## src/rtl/gpio_fsel_pkg.sv

```systemverilog
package gpio_fsel_pkg;

  localparam int MAX_SEL  = 7;
  localparam int MAX_BANK = 2;
  localparam int ADDR_W   = 8;
  localparam int DATA_W   = 32;

  localparam logic [5:0] SEL_WORD = 6'd0;
  localparam logic [5:0] SET_WORD = 6'd7;
  localparam logic [5:0] CLR_WORD = 6'd10;
  localparam logic [5:0] LEV_WORD = 6'd13;

  typedef enum logic [2:0] {
    FN_IN   = 3'b000,
    FN_OUT  = 3'b001,
    FN_ALT5 = 3'b010,
    FN_ALT4 = 3'b011,
    FN_ALT0 = 3'b100,
    FN_ALT1 = 3'b101,
    FN_ALT2 = 3'b110,
    FN_ALT3 = 3'b111
  } pinFn_e;

  typedef enum logic [1:0] {
    RD_ZERO = 2'd0,
    RD_SEL  = 2'd1,
    RD_LEV  = 2'd2
  } rdKind_e;

  typedef struct packed {
    logic [MAX_SEL-1:0]  selWr;
    logic [MAX_BANK-1:0] setWr;
    logic [MAX_BANK-1:0] clrWr;
    logic                rdEn;
    rdKind_e             rdKind;
    logic [2:0]          rdIdx;
  } strobe_t;

  function automatic logic [2:0] altIndex(input logic [2:0] fn);
    case (fn)
      FN_ALT0: altIndex = 3'd0;
      FN_ALT1: altIndex = 3'd1;
      FN_ALT2: altIndex = 3'd2;
      FN_ALT3: altIndex = 3'd3;
      FN_ALT4: altIndex = 3'd4;
      FN_ALT5: altIndex = 3'd5;
      default: altIndex = 3'd0;
    endcase
  endfunction

endpackage

```

## src/rtl/gpio_fsel_ctrl.sv

```systemverilog
module gpio_fsel_ctrl
  import gpio_fsel_pkg::*;
#(
  parameter int NUM_SEL  = 6,
  parameter int NUM_BANK = 2
) (
  input  logic [ADDR_W-1:0] regAddr,
  input  logic              regWrite,
  input  logic              regRead,
  output strobe_t           stb
);

  logic       aligned;
  logic [5:0] word;

  assign aligned = (regAddr[1:0] == 2'b00);
  assign word    = regAddr[ADDR_W-1:2];

  always_comb begin
    stb        = '0;
    stb.rdKind = RD_ZERO;
    stb.rdEn   = regRead;
    if (aligned) begin
      for (int r = 0; r < NUM_SEL; r++) begin
        if (word == SEL_WORD + 6'(r)) begin
          stb.selWr[r] = regWrite;
          if (regRead) begin
            stb.rdKind = RD_SEL;
            stb.rdIdx  = 3'(r);
          end
        end
      end
      for (int b = 0; b < NUM_BANK; b++) begin
        if (word == SET_WORD + 6'(b)) stb.setWr[b] = regWrite;
        if (word == CLR_WORD + 6'(b)) stb.clrWr[b] = regWrite;
        if (word == LEV_WORD + 6'(b) && regRead) begin
          stb.rdKind = RD_LEV;
          stb.rdIdx  = 3'(b);
        end
      end
    end
  end

endmodule

```

## src/rtl/gpio_fsel_dp.sv

```systemverilog
module gpio_fsel_dp
  import gpio_fsel_pkg::*;
#(
  parameter int PIN_COUNT = 54,
  parameter int NUM_SEL   = 6,
  parameter int NUM_BANK  = 2
) (
  input  logic                   clk,
  input  logic                   rstN,
  input  strobe_t                stb,
  input  logic [DATA_W-1:0]      wdata,
  input  logic [PIN_COUNT-1:0]   pinIn,
  output logic [DATA_W-1:0]      rdata,
  output logic [PIN_COUNT-1:0]   pinOut,
  output logic [PIN_COUNT-1:0]   pinOe,
  output logic [PIN_COUNT-1:0]   pinAltOn,
  output logic [3*PIN_COUNT-1:0] pinAltIdx
);

  localparam int LEV_W = NUM_BANK * 32;

  logic [2:0]           fieldArr [PIN_COUNT];
  logic [PIN_COUNT-1:0] syncA, syncB;
  logic [LEV_W-1:0]     levPad;
  logic [DATA_W-1:0]    selImg [NUM_SEL];
  logic [DATA_W-1:0]    rdNext;
  logic                 unusedStb;

  assign unusedStb = ^{stb.selWr, stb.setWr, stb.clrWr, stb.rdIdx};

  for (genvar p = 0; p < PIN_COUNT; p++) begin : g_pin
    localparam int SelR    = p / 10;
    localparam int FieldLo = (p % 10) * 3;
    localparam int BankB   = p / 32;
    localparam int BitB    = p % 32;

    logic [2:0] fieldQ;
    logic       outQ;

    always_ff @(posedge clk or negedge rstN) begin
      if (!rstN)                   fieldQ <= FN_IN;
      else if (stb.selWr[SelR])    fieldQ <= wdata[FieldLo +: 3];
    end

    always_ff @(posedge clk or negedge rstN) begin
      if (!rstN)                                  outQ <= 1'b0;
      else if (stb.setWr[BankB] && wdata[BitB])   outQ <= 1'b1;
      else if (stb.clrWr[BankB] && wdata[BitB])   outQ <= 1'b0;
    end

    assign fieldArr[p]         = fieldQ;
    assign pinOut[p]           = outQ;
    assign pinOe[p]            = (fieldQ == FN_OUT);
    assign pinAltOn[p]         = fieldQ[2] | fieldQ[1];
    assign pinAltIdx[3*p +: 3] = altIndex(fieldQ);
  end

  always_ff @(posedge clk or negedge rstN) begin
    if (!rstN) begin
      syncA <= '0;
      syncB <= '0;
    end else begin
      syncA <= pinIn;
      syncB <= syncA;
    end
  end

  assign levPad = LEV_W'(syncB);

  always_comb begin
    for (int r = 0; r < NUM_SEL; r++) selImg[r] = '0;
    for (int p = 0; p < PIN_COUNT; p++) selImg[p/10][(p%10)*3 +: 3] = fieldArr[p];
  end

  always_comb begin
    rdNext = '0;
    case (stb.rdKind)
      RD_SEL: begin
        for (int r = 0; r < NUM_SEL; r++)
          if (stb.rdIdx == 3'(r)) rdNext = selImg[r];
      end
      RD_LEV: begin
        for (int b = 0; b < NUM_BANK; b++)
          if (stb.rdIdx == 3'(b)) rdNext = levPad[b*32 +: 32];
      end
      default: rdNext = '0;
    endcase
  end

  always_ff @(posedge clk or negedge rstN) begin
    if (!rstN)          rdata <= '0;
    else if (stb.rdEn)  rdata <= rdNext;
  end

endmodule

```

## src/rtl/gpio_fsel_bank.sv

```systemverilog
module gpio_fsel_bank
  import gpio_fsel_pkg::*;
#(
  parameter int PIN_COUNT = 54
) (
  input  logic                   clk,
  input  logic                   rstN,
  input  logic [7:0]             regAddr,
  input  logic                   regWrite,
  input  logic                   regRead,
  input  logic [31:0]            regWdata,
  output logic [31:0]            regRdata,
  input  logic [PIN_COUNT-1:0]   pinIn,
  output logic [PIN_COUNT-1:0]   pinOut,
  output logic [PIN_COUNT-1:0]   pinOe,
  output logic [PIN_COUNT-1:0]   pinAltOn,
  output logic [3*PIN_COUNT-1:0] pinAltIdx
);

  localparam int NUM_SEL  = (PIN_COUNT + 9) / 10;
  localparam int NUM_BANK = (PIN_COUNT + 31) / 32;

  strobe_t stb;

  gpio_fsel_ctrl #(
    .NUM_SEL  (NUM_SEL),
    .NUM_BANK (NUM_BANK)
  ) u_ctrl (
    .regAddr  (regAddr),
    .regWrite (regWrite),
    .regRead  (regRead),
    .stb      (stb)
  );

  gpio_fsel_dp #(
    .PIN_COUNT (PIN_COUNT),
    .NUM_SEL   (NUM_SEL),
    .NUM_BANK  (NUM_BANK)
  ) u_dp (
    .clk       (clk),
    .rstN      (rstN),
    .stb       (stb),
    .wdata     (regWdata),
    .pinIn     (pinIn),
    .rdata     (regRdata),
    .pinOut    (pinOut),
    .pinOe     (pinOe),
    .pinAltOn  (pinAltOn),
    .pinAltIdx (pinAltIdx)
  );

endmodule

```

## config.mk

```make
export PLATFORM = sky130hd
export DESIGN_NAME = gpio_fsel_bank
export DESIGN_NICKNAME = d
export VERILOG_FILES = /design/src/rtl/gpio_fsel_pkg.sv /design/src/rtl/gpio_fsel_ctrl.sv /design/src/rtl/gpio_fsel_dp.sv /design/src/rtl/gpio_fsel_bank.sv
export SDC_FILE = /design/constraint.sdc
export NUM_CORES = 1
export LEC_CHECK = 0
export BUFFER_PORTS_ARGS = -buffer_cell sky130_fd_sc_hd__buf_2
export CAP_MARGIN = 10
export CORE_MARGIN = 3
export CORE_UTILIZATION = 57
export DETAILED_ROUTE_END_ITERATION = 10
export GPL_TIMING_DRIVEN = 0
export PLACE_DENSITY = 0.92
export SYNTH_ARGS = -nofsm -noshare
export SYNTH_HDL_FRONTEND = slang
export SYNTH_SLANG_ARGS = --single-unit
```

## constraint.sdc

```tcl
create_clock -name clk -period 3.48 [get_ports clk]
set_input_delay 0.696 -clock clk [delete_from_list [all_inputs] [get_ports clk]]
set_output_delay 0.696 -clock clk [all_outputs]
set_load 0.005 [all_outputs]
```

==> run metrics <==
commonest cells in the netlist=dfrtp_1, mux2_2, nand2_1, nor2_1, clkbuf_1; MaxCap Viol Count=0; Residual DRC=0; asr flop ratio synth=1.00; Slew HR=0.0554; Fill cells=~1900; worst r2r path cells=4; Pint=7.05 mW; critical path capture point type=flop; Critical Path Stages=10; CTS Hold Bufs=0; vias in the first global route=14500; Syn Std Cell Area=16400 sq um; 1st-iter DRT viols=1763; Total Power=9.40 mW; status=completed; Sw Pwr=2.35 mW; first-pass GRT wire length=87.5 mm; gpl congestion=0.960; Synth Warn #=0; Max VDD drop=between 0.3 and 0.4 mV; Netlist cell types=46; H-tree depth=2; drt first pass iters=6; Mapped Cells=1504; synthesized area per cell=10.9 sq um; Clock power frac=0.414; DP HPWL=42.3 mm; CP required=3.93 ns; Ports=454; worst path cell trace=buf_2 -> nor2_1 -> nand3_1 -> or2_2 -> inv_1 -> ha_1 -> nor2_1 -> nand2_1 -> nor2_1 -> a31o_2; via count=14500; crit path kind=in2reg; Power Density=462 nW/um^2; switch share=0.250; pin count of the biggest net entering global routing=122; critical path startpoint category=input port; area of the multi-input gates=6550 sq um; Die X=roughly 180 microns; worst-path maximum fanout=9; slowest stage delay, CP=0.98 ns; antenna violations before repair=5; port bufs=428; Slew Viols, Final=0; layout cells sized above 1=0.401; Pleak=11.0 nW; Fin. Hold Viols=0; CTS tree=yes; global-route usage over all layers=0.379; Crit-path slowest cell=nor2_1; ANT nets after route=0; leading area contributor after synthesis=dfrtp_1; fin crit period=roughly 3.3 ns; cell family with most CP delay=simple AND/OR/NAND/NOR gates; fmax=305 MHz; share of the synthesized area in the top cell type=0.542; Net Count, Synth=1604; final setup violation count=0; Flop pwr share=0.480; Routed WL per cell=25.2 microns; core area=28100 sq um; Net count, final=2073; Area growth syn-to-layout=23.7%; Reg clk slew, reported paths=~0.06 ns; clk_lat worst skew=around 0.52 ns; EDFF count, synth=0; actual slew at the worst max-slew pin=~1.4 ns; global route overflow=0; CTS Buf Count=36; most common cell in the synthesized netlist=dfrtp_1; Critical Path Most Common Cell=nor2_1; total die area=slightly above 30000 sq um; final worst-path cycle share=0.942; Std-Cell Rows=61; initial core utilization=0.586; #FFs+latches synth=356; register area share after synthesis=0.542; Clock Sink Count=356; combinational fraction of design power=0.106; worst path bufs/invs=2; height of the chip=176 microns; Layout Skew=0.0256 ns; worst min path class=in2async; largest cells by area after synthesis=dfrtp_1, mux2_2, nand2_1; CTS Root Buffer Type=clkbuf_16; Storage cell area=about 8900 sq um; CP Data Arrival Time=between 3 and 4 ns; Final Util=0.724; RSZ-0062 raised after global routing=false; WL final=60.2 mm; ys flop type=dfrtp_1; Via density=between 6 and 7; Setup TNS Final=0 ns; Max Buffers Root-to-Sink=3; WHS=0.230 ns
## kinds of logic (layout without fill, tap and decap cells)
group / Yosys count / after routing / share of synthesized area
and+or+nand+nor: 488 / 488 / 0.144
muxes: 223 / 223 / 0.149
DFF: 356 / 356 / 0.542
adders and majority gates: 2 / 2 / 0.00152
other: 0 / 7 / 0
buffers and inverters: 203 / 698 / 0.0602
AOI/OAI and AO/OA: 230 / 230 / 0.103
xor gates and xnor gates: 2 / 2 / 0.00107
## cell usage in the layout (no fill, tap or decap), drive strengths merged, types with 3 or more instances in the layout
| master | instances |
|---|---|
| clkbuf | 118 |
| a221o | 11 |
| o21ai | 48 |
| o22ai | 14 |
| nor2b | 54 |
| o2bb2ai | 6 |
| dfrtp | 356 |
| a21oi | 18 |
| inv | 60 |
| a22oi | 13 |
| diode | 7 |
| a32oi | 5 |
| o21a | 4 |
| o2111ai | 6 |
| nor2 | 98 |
| a31oi | 5 |
| o221ai | 4 |
| a311oi | 5 |
| mux2i | 46 |
| clkinv | 11 |
| buf | 504 |
| nand2 | 175 |
| nand4 | 3 |
| mux2 | 177 |
| a211oi | 6 |
| a31o | 6 |
| nor3 | 7 |
| nand2b | 4 |
| or2 | 56 |
| clkinvlp | 3 |
| nand3 | 26 |
| o211ai | 5 |
| a21o | 9 |
| and2 | 56 |
| a22o | 64 |
## timing repair
action,CTS,global route
buffers inserted,0,0
endpoints found under the setup margin,0,9
gates resized for setup,0,1
## power groups by stage
stage	registers, mW	clock network (mW)	logic, mW
floorplan	4.51	0	0.492
global placement	4.55	0	0.950
detailed placement	4.57	0	0.990
CTS	4.50	3.89	1.00
global route	4.52	4.07	1.09
finish	4.51	3.89	0.999
## registers in the layout, summed over array words and instances, names as in the netlist
| register | count |
|---|---|
| u_dp.rdata | 32 |
| u_dp.g_pin.fieldQ | 162 |
| u_dp.syncB | 54 |
| u_dp.syncA | 54 |
| u_dp.g_pin.outQ | 54 |
## layout make-up
type,instances,share of cell area
diodes,7,0.000861
clock inverters,17,0.00720
plain buffers,144,0.0378
clock buffers,47,0.0508
repair buffers,431,0.109
well taps,378,0.0233
multi-input cells,945,0.322
inverters,59,0.0109
flip-flops and latches,356,0.438
## worst register-to-register path: cells and delay by family, from the launching register on
family,cells,cell delay [ns]
AO/OA/AOI/OAI,3,0.75
buffers and inverters,1,0.17
flip-flops,1,0.36
## path summary, 6_finish.rpt
path | to | slack [ns] | start
setup / recovery | u_dp.rdata[17] | 0.20 | regAddr[7]
hold / removal | u_dp.g_pin[7].outQ | 0.23 | rstN
setup reg to reg | u_dp.rdata[0] | 2.10 | u_dp.g_pin[0].fieldQ[0]
hold reg to reg | u_dp.syncB[26] | 0.34 | u_dp.syncA[26]
max in group asynchronous | u_dp.syncA[52] | 1.71 | rstN
min in group clk | u_dp.syncA[21] | 0.27 | pinIn[21]
## layer usage
layer	track usage	up-vias	wire (microns)
li1	-	6033	-
met1	0.472	7053	21500
met2	0.629	1131	28700
met3	0.0824	258	6550
met4	0.190	2	3430
met5	0	-	13
## per-stage QoR
step           std cells  area (sq um)  setup WS (ns)
5_1_grt             2381         20300          0.121
2_1_floorplan       1504         16400          0.735
3_5_place_dp        2312         19100         -0.449
3_3_place_gp        2310         19100          -4.74
4_1_cts             2376         20300         0.0983
6_report            2384         20300          0.203
Note: power is estimated with default switching activity, not from simulation.
